`config.mk`:
```
export PLATFORM = sky130hd
export DESIGN_NAME = gtmr_top
export DESIGN_NICKNAME = d
export VERILOG_FILES = /design/src/rtl/gtmr_pkg.sv /design/src/rtl/gtmr_regs.sv /design/src/rtl/gtmr_counter.sv /design/src/rtl/gtmr_match.sv /design/src/rtl/gtmr_top.sv
export SDC_FILE = /design/constraint.sdc
export NUM_CORES = 1
export LEC_CHECK = 0
export BUFFER_PORTS_ARGS = -buffer_cell sky130_fd_sc_hd__buf_2
export CORE_ASPECT_RATIO = 1.75
export CORE_MARGIN = 1.5
export CORE_UTILIZATION = 30
export DETAILED_ROUTE_END_ITERATION = 8
export SETUP_SLACK_MARGIN = 0.5
export SLEW_MARGIN = 20
export SYNTH_ARGS = -nofsm -noshare
export SYNTH_HDL_FRONTEND = slang
export SYNTH_SLANG_ARGS = --single-unit
```
`constraint.sdc`:
```
create_clock -name clk -period 5.3 [get_ports clk]
set_input_delay 0.53 -clock clk [delete_from_list [all_inputs] [get_ports clk]]
set_output_delay 0.53 -clock clk [all_outputs]
set_load 0.01 [all_outputs]
```
`src/rtl/gtmr_pkg.sv`:
```
package gtmr_pkg;
  // register byte offsets; software depends on these
  localparam logic [7:0] OFF_CNT_LO = 8'h00;
  localparam logic [7:0] OFF_CNT_HI = 8'h04;
  localparam logic [7:0] OFF_CTRL   = 8'h08;
  localparam logic [7:0] OFF_STAT   = 8'h0C;
  localparam logic [7:0] OFF_CMP_LO = 8'h10;
  localparam logic [7:0] OFF_CMP_HI = 8'h14;
  localparam logic [7:0] OFF_STEP   = 8'h18;

  // control bit positions
  localparam int CB_RUN   = 0;
  localparam int CB_CMP   = 1;
  localparam int CB_IRQ   = 2;
  localparam int CB_AUTO  = 3;
  localparam int CB_PRESC = 8;
endpackage

```
`src/rtl/gtmr_regs.sv`:
```
module gtmr_regs #(
  parameter int DATA_W  = 32,
  parameter int ADDR_W  = 5,
  parameter int PRESC_W = 8
) (
  input  logic               clk,
  input  logic               rst_n,
  input  logic [ADDR_W-1:0]  addr,
  input  logic               wr,
  input  logic [DATA_W-1:0]  wdata,
  output logic               run,
  output logic               cmp_en,
  output logic               irq_en,
  output logic               auto_en,
  output logic [PRESC_W-1:0] presc,
  output logic [DATA_W-1:0]  step,
  output logic               wr_cnt_lo,
  output logic               wr_cnt_hi,
  output logic               wr_cmp_lo,
  output logic               wr_cmp_hi,
  output logic               clr_flag
);
  import gtmr_pkg::*;

  logic               wr_ctrl, wr_step;
  logic [3:0]         mode_q, mode_d;
  logic [PRESC_W-1:0] presc_q, presc_d;
  logic [DATA_W-1:0]  step_q, step_d;

  // address decode
  always_comb begin
    wr_cnt_lo = wr && (addr == ADDR_W'(OFF_CNT_LO));
    wr_cnt_hi = wr && (addr == ADDR_W'(OFF_CNT_HI));
    wr_ctrl   = wr && (addr == ADDR_W'(OFF_CTRL));
    clr_flag  = wr && (addr == ADDR_W'(OFF_STAT)) && wdata[0];
    wr_cmp_lo = wr && (addr == ADDR_W'(OFF_CMP_LO));
    wr_cmp_hi = wr && (addr == ADDR_W'(OFF_CMP_HI));
    wr_step   = wr && (addr == ADDR_W'(OFF_STEP));
  end

  always_comb begin
    mode_d  = mode_q;
    presc_d = presc_q;
    step_d  = step_q;
    if (wr_ctrl) begin
      mode_d  = wdata[CB_AUTO:CB_RUN];
      presc_d = wdata[CB_PRESC +: PRESC_W];
    end
    if (wr_step) step_d = wdata;
  end

  always_ff @(posedge clk or negedge rst_n) begin
    if (!rst_n) begin
      mode_q  <= '0;
      presc_q <= '0;
      step_q  <= '0;
    end else begin
      mode_q  <= mode_d;
      presc_q <= presc_d;
      step_q  <= step_d;
    end
  end

  assign run     = mode_q[CB_RUN];
  assign cmp_en  = mode_q[CB_CMP];
  assign irq_en  = mode_q[CB_IRQ];
  assign auto_en = mode_q[CB_AUTO];
  assign presc   = presc_q;
  assign step    = step_q;
endmodule

```
`src/rtl/gtmr_counter.sv`:
```
module gtmr_counter #(
  parameter int DATA_W  = 32,
  parameter int PRESC_W = 8,
  localparam int CNT_W  = 2 * DATA_W
) (
  input  logic               clk,
  input  logic               rst_n,
  input  logic               run,
  input  logic [PRESC_W-1:0] presc,
  input  logic               wr_lo,
  input  logic               wr_hi,
  input  logic [DATA_W-1:0]  wdata,
  output logic [CNT_W-1:0]   count
);
  logic [PRESC_W-1:0] div_q, div_d;
  logic [CNT_W-1:0]   cnt_q, cnt_d;
  logic               tick;

  always_comb begin
    // >= keeps the divider from running past a lowered prescale
    tick  = run && (div_q >= presc);
    div_d = (!run || tick) ? '0 : div_q + PRESC_W'(1);
    cnt_d = cnt_q;
    if (tick) begin
      cnt_d = cnt_q + CNT_W'(1);
    end else if (!run) begin
      if (wr_lo) cnt_d[DATA_W-1:0]     = wdata;
      if (wr_hi) cnt_d[CNT_W-1:DATA_W] = wdata;
    end
  end

  always_ff @(posedge clk or negedge rst_n) begin
    if (!rst_n) begin
      div_q <= '0;
      cnt_q <= '0;
    end else begin
      div_q <= div_d;
      cnt_q <= cnt_d;
    end
  end

  assign count = cnt_q;

  AST_CNT_STEP: assert property (@(posedge clk) disable iff (!rst_n)
    run |=> (count == $past(count)) || (count == $past(count) + CNT_W'(1)));
  AST_CNT_HOLD: assert property (@(posedge clk) disable iff (!rst_n)
    (!run && !wr_lo && !wr_hi) |=> $stable(count));
endmodule

```
`src/rtl/gtmr_match.sv`:
```
module gtmr_match #(
  parameter int DATA_W = 32,
  localparam int CNT_W = 2 * DATA_W
) (
  input  logic              clk,
  input  logic              rst_n,
  input  logic [CNT_W-1:0]  count,
  input  logic              cmp_en,
  input  logic              auto_en,
  input  logic [DATA_W-1:0] step,
  input  logic              wr_lo,
  input  logic              wr_hi,
  input  logic [DATA_W-1:0] wdata,
  input  logic              clr_flag,
  output logic [CNT_W-1:0]  cmp,
  output logic              flag
);
  logic [CNT_W-1:0] cmp_q, cmp_d;
  logic             armed_q, armed_d;
  logic             flag_q, flag_d;
  logic             hit, cmp_wr;

  always_comb begin
    cmp_wr  = wr_lo || wr_hi;
    hit     = armed_q && cmp_en && (count >= cmp_q);
    cmp_d   = cmp_q;
    armed_d = armed_q;
    if (hit) begin
      if (auto_en) cmp_d = cmp_q + CNT_W'(step);
      else         armed_d = 1'b0;
    end
    // a software write wins over the advance for its half
    if (wr_lo) cmp_d[DATA_W-1:0]     = wdata;
    if (wr_hi) cmp_d[CNT_W-1:DATA_W] = wdata;
    if (cmp_wr) armed_d = 1'b1;
    flag_d = hit || (flag_q && !clr_flag);
  end

  always_ff @(posedge clk or negedge rst_n) begin
    if (!rst_n) begin
      cmp_q   <= '0;
      armed_q <= 1'b0;
      flag_q  <= 1'b0;
    end else begin
      cmp_q   <= cmp_d;
      armed_q <= armed_d;
      flag_q  <= flag_d;
    end
  end

  assign cmp  = cmp_q;
  assign flag = flag_q;

  AST_FLAG_HOLD: assert property (@(posedge clk) disable iff (!rst_n)
    (flag && !clr_flag) |=> flag);
  AST_FLAG_FALL: assert property (@(posedge clk) disable iff (!rst_n)
    $fell(flag) |-> $past(clr_flag));
  AST_AUTO_STEP: assert property (@(posedge clk) disable iff (!rst_n)
    (hit && auto_en && !cmp_wr) |=> cmp == $past(cmp) + CNT_W'($past(step)));
  AST_ONE_SHOT: assert property (@(posedge clk) disable iff (!rst_n)
    (hit && !auto_en && !cmp_wr) |=> !hit);
endmodule

```
`src/rtl/gtmr_top.sv`:
```
module gtmr_top #(
  parameter int DATA_W  = 32,
  parameter int ADDR_W  = 5,
  parameter int PRESC_W = 8,
  localparam int CNT_W  = 2 * DATA_W
) (
  input  logic              clk,
  input  logic              rst_n,
  input  logic [ADDR_W-1:0] bus_addr,
  input  logic              bus_wr,
  input  logic [DATA_W-1:0] bus_wdata,
  input  logic              bus_rd,
  output logic [DATA_W-1:0] bus_rdata,
  output logic              irq
);
  import gtmr_pkg::*;

  logic [1:0]         rst_sync_q;
  logic               rst_int_n;
  logic               run, cmp_en, irq_en, auto_en;
  logic [PRESC_W-1:0] presc;
  logic [DATA_W-1:0]  step;
  logic               wr_cnt_lo, wr_cnt_hi, wr_cmp_lo, wr_cmp_hi, clr_flag;
  logic [CNT_W-1:0]   count, cmp;
  logic               flag;
  logic [DATA_W-1:0]  ctrl_word, rd_mux;

  // asynchronous assertion, synchronous release
  always_ff @(posedge clk or negedge rst_n) begin
    if (!rst_n) rst_sync_q <= 2'b00;
    else        rst_sync_q <= {rst_sync_q[0], 1'b1};
  end
  assign rst_int_n = rst_sync_q[1];

  gtmr_regs #(.DATA_W(DATA_W), .ADDR_W(ADDR_W), .PRESC_W(PRESC_W)) i_regs (
    .clk(clk), .rst_n(rst_int_n), .addr(bus_addr), .wr(bus_wr), .wdata(bus_wdata),
    .run(run), .cmp_en(cmp_en), .irq_en(irq_en), .auto_en(auto_en),
    .presc(presc), .step(step),
    .wr_cnt_lo(wr_cnt_lo), .wr_cnt_hi(wr_cnt_hi),
    .wr_cmp_lo(wr_cmp_lo), .wr_cmp_hi(wr_cmp_hi), .clr_flag(clr_flag)
  );

  gtmr_counter #(.DATA_W(DATA_W), .PRESC_W(PRESC_W)) i_counter (
    .clk(clk), .rst_n(rst_int_n), .run(run), .presc(presc),
    .wr_lo(wr_cnt_lo), .wr_hi(wr_cnt_hi), .wdata(bus_wdata), .count(count)
  );

  gtmr_match #(.DATA_W(DATA_W)) i_match (
    .clk(clk), .rst_n(rst_int_n), .count(count), .cmp_en(cmp_en),
    .auto_en(auto_en), .step(step), .wr_lo(wr_cmp_lo), .wr_hi(wr_cmp_hi),
    .wdata(bus_wdata), .clr_flag(clr_flag), .cmp(cmp), .flag(flag)
  );

  always_comb begin
    ctrl_word = '0;
    ctrl_word[CB_RUN]  = run;
    ctrl_word[CB_CMP]  = cmp_en;
    ctrl_word[CB_IRQ]  = irq_en;
    ctrl_word[CB_AUTO] = auto_en;
    ctrl_word[CB_PRESC +: PRESC_W] = presc;
    case (bus_addr)
      ADDR_W'(OFF_CNT_LO): rd_mux = count[DATA_W-1:0];
      ADDR_W'(OFF_CNT_HI): rd_mux = count[CNT_W-1:DATA_W];
      ADDR_W'(OFF_CTRL):   rd_mux = ctrl_word;
      ADDR_W'(OFF_STAT):   rd_mux = DATA_W'(flag);
      ADDR_W'(OFF_CMP_LO): rd_mux = cmp[DATA_W-1:0];
      ADDR_W'(OFF_CMP_HI): rd_mux = cmp[CNT_W-1:DATA_W];
      ADDR_W'(OFF_STEP):   rd_mux = step;
      default:             rd_mux = '0;
    endcase
    bus_rdata = bus_rd ? rd_mux : '0;
  end

  assign irq = flag && irq_en;

  AST_IRQ_GATED: assert property (@(posedge clk) disable iff (!rst_int_n)
    irq |-> (irq_en && flag));
  AST_IRQ_RISE: assert property (@(posedge clk) disable iff (!rst_int_n)
    $rose(irq) |-> ($rose(flag) || $rose(irq_en)));
endmodule

```
# Yosys cells after proc, flatten, opt, wreduce, memory -nomap -nowiden
# Cells that the tools add are included.
# word_totals
regBits	184
latch_bits	0
ramBits	0
rom_bits	0
word_cells	69
n_memories	0
# op_classes
addsub	3
multipliers	0
n_div	0
magnitude_cmp	2
eq_ne	8
shifts	0
muxes	14
bitwise_logic	0
n_reduce_logical	31
# op_table
operator	n
64-bit two-way mux	4
32-bit one-hot mux with 7 select lines	1
32-bit two-way mux	5
64-bit by 1-bit adder with 64-bit output, second input constant	1
64-bit by 32-bit adder with 64-bit output	1
64-bit greater-or-equal comparator	1
5-bit == test, second input constant	3
2-bit nonzero test	7
1-bit logical AND	13
5-bit by 4-bit == test with 1-bit output, second input constant	2
2-bit AND reduction	5
8-bit by 1-bit adder with 8-bit output, second input constant	1
8-bit greater-or-equal comparator	1
8-bit two-way mux	1
5-bit by 3-bit == test with 1-bit output, second input constant	1
5-bit zero test	1
2-bit by 1-bit != test with 1-bit output, second input constant	2
1-bit logical OR	3
1-bit two-way mux	3
1-bit zero test	2

# Longest topological paths before layout
# Gate-level depths: netlist (run 1).
# logic_depth
word_depth	6
mapped_depth	13
mapped_depth_nobuf	12

# Modules after synthesis
# From an unflattened synthesis (run 1), not the netlist that was laid out.
# hier_totals
hier_cells	1759
area_unflattened_um2	15149.5
# modules_own_cells
mod	instances	cells_each	area_each_um2	seq_area_each_um2
gtmr_match	1	854	6835.3	1651.6
gtmr_counter	1	599	5004.8	1801.7
gtmr_regs	1	107	1864.3	1101.1
gtmr_top	1	199	1445.1	50.0

# Worst setup path before layout (run 1)
# No wires, ideal clock.
# synth_path
path_kind	register to register
start	reg i_counter.cnt_q[14] (netlist: i_counter.count[14])
end	reg i_match.cmp_q[61] (netlist: i_match.cmp[61])
setup_time_ns	0.069
arrival_time_ns	3.005
required_ns	5.231
setup_slack_ns	2.226
stages_incl_launch_ff	12
synth_period_minus_slack_ns	3.074
path_cell_list	dfrtp_1 > ha_1 > nand4_1 > or4_1 > o32a_1 > nand4_1 > a2111oi_4 > nor3_4 > buf_2 > nand4_1 > or4_1 > nand3_1
# synth_between
elab_chain_cells	4
# synth_rtl
item	line	source
start: declaration	gtmr_counter.sv:16	logic [CNT_W-1:0] cnt_q, cnt_d;
start signal: assignment	gtmr_counter.sv:38	cnt_q <= cnt_d;
64-bit greater-or-equal comparator	gtmr_match.sv:25	hit = armed_q && cmp_en && (count >= cmp_q);
1-bit logical AND	gtmr_match.sv:25	
2-bit nonzero test (no source line)	n/a	
2-bit AND reduction (no source line)	n/a	
end signal: assignment	gtmr_match.sv:45	cmp_q <= cmp_d;
end: declaration	gtmr_match.sv:18	logic [CNT_W-1:0] cmp_q, cmp_d;
# Every way passes these cells.
# A chain may end at the register's enable or synchronous reset.

# Worst setup path in the final report (run 1)
# layout_path
start	reg i_match.cmp_q[18] (netlist: i_match.cmp[18])
end	reg i_match.cmp_q[20] (netlist: i_match.cmp[20])
# layout_between
elab_chain_cells	4
elab_cells_between_ends	8
classes_between	add/sub (1); order compare (1); mux (3); reduce/logical (3)
# layout_rtl
item	line
64-bit by 32-bit adder with 64-bit output or 64-bit greater-or-equal comparator (tied branches)	gtmr_match.sv:29, gtmr_match.sv:25
64-bit two-way mux or 1-bit logical AND (tied branches)	gtmr_match.sv:29, gtmr_match.sv:25
64-bit two-way mux or 2-bit nonzero test (tied branches)	n/a
32-bit two-way mux or 2-bit AND reduction (tied branches)	n/a
# Parallel ways exist; a longest one is shown, timed or not. The select of a mux whose other input is x is not followed.

==> out/results.txt, run 1 <==
Total gr overflow -> 0
Yosys cell types -> 71
Final setup viols -> 0
# IOs -> 74
Synth area leader -> dfrtp_1
EDFF count, synth -> 0
Antenna violations before repair -> 0
WL/cell -> 26.3 um
Vias in the first global route -> 13677
DP Worst Slack -> 1.24 ns
Share of cells above drive strength 1 -> 12.8%
Psw -> 3.26 mW
Seq/Total Area, Yosys -> 32.8%
Violated checks -> design-rule violations
Syn Std Cell Area -> 14000 um2
Worst Setup EP -> i_match.cmp[20]
Core area -> 46100 um2
Most area-consuming cells after synthesis -> dfrtp_1, ha_1, nand2_1
Die area -> 48200 um2
Slew headroom -> 23.6%
Register clock-pin slew on the reported worst setup and hold paths -> 0.07 ns
Largest net degree at the start of global routing -> 155
Syn. warnings -> 0
TritonRoute pass-1 iters -> 9
Dpl hpwl -> 46100 um
Fillcell total -> 4906
Setup Crit Path Kind -> register to register
CTS resizes -> 0
Top FF cell, synth -> dfrtp_1
Reg2Reg Launch Point -> i_match.cmp[18]
Slew @ Worst Pin -> 1.14 ns
CTS tree -> built
CTS Buffer Depth -> 2
Vias -> 13863
CTS H-tree lvls -> 4
Layout area overhead -> 11.7%
Final Skew -> 0.0159 ns
Later-pin clock latency in the skew report -> 0.47 ns
LEAKAGE -> 6.66 nW
Crit path max fanout -> 23
Avg Cell Area, Syn -> 8.42 um2
Reg-to-reg slack, setup -> 1.22 ns
Clock Sinks -> 184
FF-to-FF End -> i_match.cmp[20]
Pwr Total -> 7.12 mW
Yosys reg bits -> 184
Ys async rst share -> 100%
Post-synth top cells -> nand2_1, dfrtp_1, a21oi_1, nor2_1, ha_1
Net Count, Synth -> 1815
Sw frac -> 45.7%
Worst setup SP type -> register
Worst setup path startpoint -> i_match.cmp[18]
HP Class -> register to asynchronous set/reset pin
Worst VDD drop -> 0.268 mV
RSZ-0062 raised after global routing -> no
Setup TNS -> 0 ns
CP required -> 5.61 ns
Site Rows -> 104
WL final -> 60500 um
Root buffer cell -> clkbuf_16
Final WS setup -> 1.22 ns
Antenna Violating Nets Remaining -> 0
Max cap viols -> 0
Count of nets after finishing -> 1852
Share of total power in the clock network -> 18.9%
First-pass GRT wire length -> 88500 um
Final Max Tran Viols -> 0
Max Clk Rate -> 0.245 GHz
Area fraction of the dominant cell type after synthesis -> 32.8%
Fin crit share -> 76.9%
Initial Util -> 30.5%
Die Height -> 289 um
Drt drc -> 12
Status -> finished with violations
Die W -> 167 um
Port-buffer cells -> 73
Final hold viol count -> 0
Most common cell in the synthesized netlist -> nand2_1
Sequential share of power -> 34.2%
Post-DR vias/cell -> 6.02
Synth Instances -> 1667
PD cells -> 454 nW/um2
Power share of the combinational group -> 46.9%
Crit path time final -> 4.08 ns
Crit. End Element -> register
TritonCTS Buffers -> 17
FF-to-FF path depth -> 12
Worst EP arrival -> 4.39 ns
Overall Global Routing Usage -> 25.1%
RD Place Congestion -> 0.978
Internal power -> 3.86 mW
Detailed router's first-iteration violation count -> 1207
-- repair_timing --
action,CTS,global route
hold buffers,1,0
setup buffers,0,0
endpoints found under the setup margin,0,0
hold endpoints to repair,2,0
-- worst max-delay path, stage by stage (launching register included) --
cell and delay, ns:
dfrtp_1 0.41, inv_1 0.12, ha_1 0.26, a21o_1 0.18
a221o_1 0.34, a221oi_1 0.68, nand4_1 0.46, a2111oi_4 0.52
nor3_4 0.16, buf_4 0.29, buf_4 0.24, mux2i_1 0.15
a21oi_1 0.08
-- worst min path at each step --
stage                     cells after the start     startpoint  slack, ns             end
final                                         0  rst_sync_q[1]       0.27  i_match.cmp[6]
after global routing                          0  rst_sync_q[1]       0.31  i_regs.step[7]
after CTS                                     0  rst_sync_q[1]       0.29  i_match.cmp[7]
after detailed placement                      0  rst_sync_q[1]       0.28  i_match.cmp[7]
after global placement                        0  rst_sync_q[1]       0.28  i_regs.step[7]
after floorplan                               0          rst_n       0.23   rst_sync_q[0]
-- routing by layer --
metal	GRT usage [%]	up-vias	share of wire, %
met5	0	-	0
met3	3.18	237	5.5
met2	43.6	661	48
li1	-	6250	-
met1	25.9	6715	35
met4	25.4	0	11
-- sequential cells by signal, indices dropped and copies added, names as in the netlist --
name,count
rst_sync_q,2
i_match.armed_q,1
i_counter.div_q,8
i_counter.count,64
i_match.flag,1
i_regs.presc,8
i_regs.step,32
i_match.cmp,64
i_regs.mode_q,4
-- cells in the final DEF, fill, tap and decap left out, types with 9 or more instances in the layout --
cell type,n
nand4_1,46
or2_2,9
o311ai_0,15
a21oi_1,124
a31oi_1,23
nor3_1,25
buf_2,73
a221o_1,13
ha_1,106
a21o_1,28
o21ai_0,99
dfrtp_1,183
mux2i_1,33
o211ai_1,15
or4_1,17
a22oi_1,14
nor2_1,116
nand3_1,68
and2_1,15
nor4_1,9
a211oi_1,13
xnor2_1,43
and3_1,21
and4_1,9
buf_4,31
xor2_1,22
mux2_2,49
o22ai_1,12
a222oi_1,24
nand2_1,197
clkbuf_16,17
inv_1,93
or3_1,18
-- cells by family after synthesis --
| group | count (synthesis) | share of synthesized area (%) |
|---|---|---|
| buffers and inverters | 181 | 4.90 |
| adders and majority gates | 107 | 9.59 |
| and+or+nand+nor | 583 | 20.3 |
| DFF | 184 | 32.8 |
| muxes | 82 | 6.28 |
| other | 1 | 0.0267 |
| AOI/OAI and AO/OA | 464 | 22.1 |
| xor gates and xnor gates | 65 | 4.05 |
-- per-stage QoR --
stage	instance area (um2)	util, %	hold slack, ns	cells
detailed placement	15100	32.8	0.284	2267
global route	15700	34.0	0.310	2300
global placement	15100	32.8	0.284	2267
CTS	15700	34.0	0.294	2300
finish	15700	34.1	0.271	2301
floorplan	14000	-	0.234	1667
-- area by class of cell --
type | count | area (um2) | area share (%)
diodes | 1 | 2.50 | 0.0160
clock buffers | 20 | 457 | 2.91
clock inverters | 12 | 124 | 0.790
inverters | 93 | 349 | 2.23
multi-input cells | 1302 | 8790 | 56.0
flip-flops and latches | 184 | 4610 | 29.4
well taps | 583 | 729 | 4.65
repair buffers | 106 | 628 | 4.00
-- power by group through the flow --
stage          registers (mW)  logic [mW]  clock network (mW)
3_3_place_gp             2.43        3.21                   0
6_report                 2.43        3.34                1.35
5_1_grt                  2.49        3.67                1.41
2_1_floorplan            2.20        2.38                   0
4_1_cts                  2.42        3.29                1.37
3_5_place_dp             2.44        3.27                   0
Note: power is estimated with default switching activity, not from simulation.
==> run 2: changes to the inputs <==
clock period = 3.43 ns   (was 5.3 ns; I/O delays follow)
==> run 2 against run 1 <==
  * The run still ends with design-rule violations left
  * Core utilization up 4.1 points
  * Sequential share of layout area down 3.1 points
  * Clock skew shrank 0.0050 ns
  * Routed wire length increased by 8.0%
  * Critical path type unchanged
  * Critical endpoint is now i_match.cmp[51]
==> out/results.txt, run 2 (synthesized netlist as in run 1, its figures left out) <==
Status -> finished with violations
Violated checks -> design-rule violations
WL/cell -> 26.6 um
Power share of the combinational group -> 54.8%
Detailed router's first-iteration violation count -> 1254
TritonRoute pass-1 iters -> 9
Ant diodes -> 0
Max Clk Rate -> 0.299 GHz
Antenna Violating Nets Remaining -> 0
Largest net degree at the start of global routing -> 105
Sw frac -> 44.6%
Fin crit share -> 97.4%
Worst setup SP type -> register
DP Worst Slack -> -0.0402 ns
# IOs -> 74
Antenna violations before repair -> 1
Commonest cells after routing, fill and taps aside -> nand2_1, dfrtp_1, buf_4, a21oi_1, nor2_1
Final hold viol count -> 0
Overall Global Routing Usage -> 27.3%
Setup TNS -> 0 ns
Placed cells -> 2383
LEAKAGE -> 7.55 nW
CP required -> 3.82 ns
CTS Buffer Depth -> 2
Vias in the first global route -> 14862
Crit. End Element -> register
Total gr overflow -> 0
Count of nets after finishing -> 2008
Crit path time final -> 3.34 ns
Sequential share of power -> 28.0%
Final Skew -> 0.0109 ns
CTS H-tree lvls -> 4
Setup Crit Path Kind -> register to register
Internal power -> 6.96 mW
Later-pin clock latency in the skew report -> 0.48 ns
Die area -> 48200 um2
Register clock-pin slew on the reported worst setup and hold paths -> 0.08 ns
Port-buffer cells -> 73
Share of total power in the clock network -> 17.2%
RSZ-0062 raised after global routing -> yes
CTS tree -> built
Slew headroom -> 33.0%
HP Class -> primary input to asynchronous set/reset pin
Share of cells above drive strength 1 -> 24.9%
First-pass GRT wire length -> 95700 um
RD Place Congestion -> 0.996
Post-DR vias/cell -> 5.97
Slew @ Worst Pin -> 0.995 ns
Worst VDD drop -> 0.428 mV
Final WS setup -> 0.0887 ns
Dpl hpwl -> 50100 um
PD cells -> 715 nW/um2
Psw -> 5.60 mW
Drt drc -> 4
Initial Util -> 30.5%
Die W -> 167 um
Vias -> 14655
Most common cell after layout, fill and taps aside -> nand2_1
Layout area overhead -> 25.2%
Max cap viols -> 0
Site Rows -> 104
Die Height -> 289 um
TritonCTS Buffers -> 17
Final setup viols -> 0
Core area -> 46100 um2
Root buffer cell -> clkbuf_16
Clock Sinks -> 184
Reg-to-reg slack, setup -> 0.09 ns
WL final -> 65400 um
Worst EP arrival -> 3.73 ns
Crit path max fanout -> 6
Finished Layout Cells -> 2456
Final Max Tran Viols -> 0
[run 2: cell types whose count changed in the layout (fill, tap and decap cells not counted), moves of 9 or more]
cell     change
ha_4        +16
buf_4      +137
o21ai_1     +13
buf_6        +9
ha_1        -19
inv_2        +9
buf_12       +9
inv_1        -9
o21ai_0     -16
[run 2: critical path, stage by stage, from the launching register on]
cell and delay [ns]:
dfrtp_2 0.45, ha_1 0.32, nand2_1 0.08, or4_1 0.52, o32a_1 0.34, nand4_1 0.27
a2111oi_4 0.15, nor3_4 0.23, nand3_2 0.19, buf_6 0.19, or3_1 0.33, a31oi_1 0.20
[run 2: metal layers]
metal	global-route usage, %	vias up	share of wire, %
met5	0	-	0
met4	28.0	0	12
met3	4.58	291	5.5
met2	48.1	660	49
met1	26.7	7126	33
li1	-	6578	-
[run 2: what timing repair did]
action,CTS,global route
hold buffers,1,0
setup endpoints to repair,105,109
endpoints found under the hold margin,2,0
resized for setup,62,54
buffers inserted,19,20
pin swaps,18,15
cloned,0,1
[run 2: final timing paths]
kind	startpoint	to	cells past startpoint
max in group asynchronous	rst_sync_q[1]	i_match.cmp[57]	1
min in group clk	bus_wdata[27]	i_counter.count[27]	3
max reg2reg	i_counter.count[5]	i_match.cmp[51]	11
min	rst_n	rst_sync_q[1]	2
max	i_counter.count[5]	i_match.cmp[51]	11
min reg2reg	rst_sync_q[1]	i_regs.step[4]	0
[run 2: stage by stage]
stage	power (mW)	hold slack (ns)	instance area, um2	utilization [%]
floorplan	7.24	0.0474	14200	-
global placement	9.56	0.129	16200	35.1
detailed placement	9.69	0.130	16200	35.1
CTS	12.2	0.149	17200	37.3
global route	13.3	0.158	17600	38.2
finish	12.6	0.169	17600	38.2
[run 2: cell type report]
cell class,instances,area (um2)
Tap cell,583,729
Fill cell,4786,28500
Sequential cell,184,4620
Inverter,93,349
Clock inverter,14,174
Multi-Input combinational cell,1302,9300
Clock buffer,18,439
Timing Repair Buffer,262,1960
[run 2: power groups by stage]
stage / registers [mW] / clock network (mW) / logic (mW)
floorplan: 3.44 / 0 / 3.80
global placement: 3.52 / 0 / 6.04
detailed placement: 3.55 / 0 / 6.15
CTS: 3.50 / 2.18 / 6.52
global route: 3.58 / 2.25 / 7.46
finish: 3.52 / 2.16 / 6.89
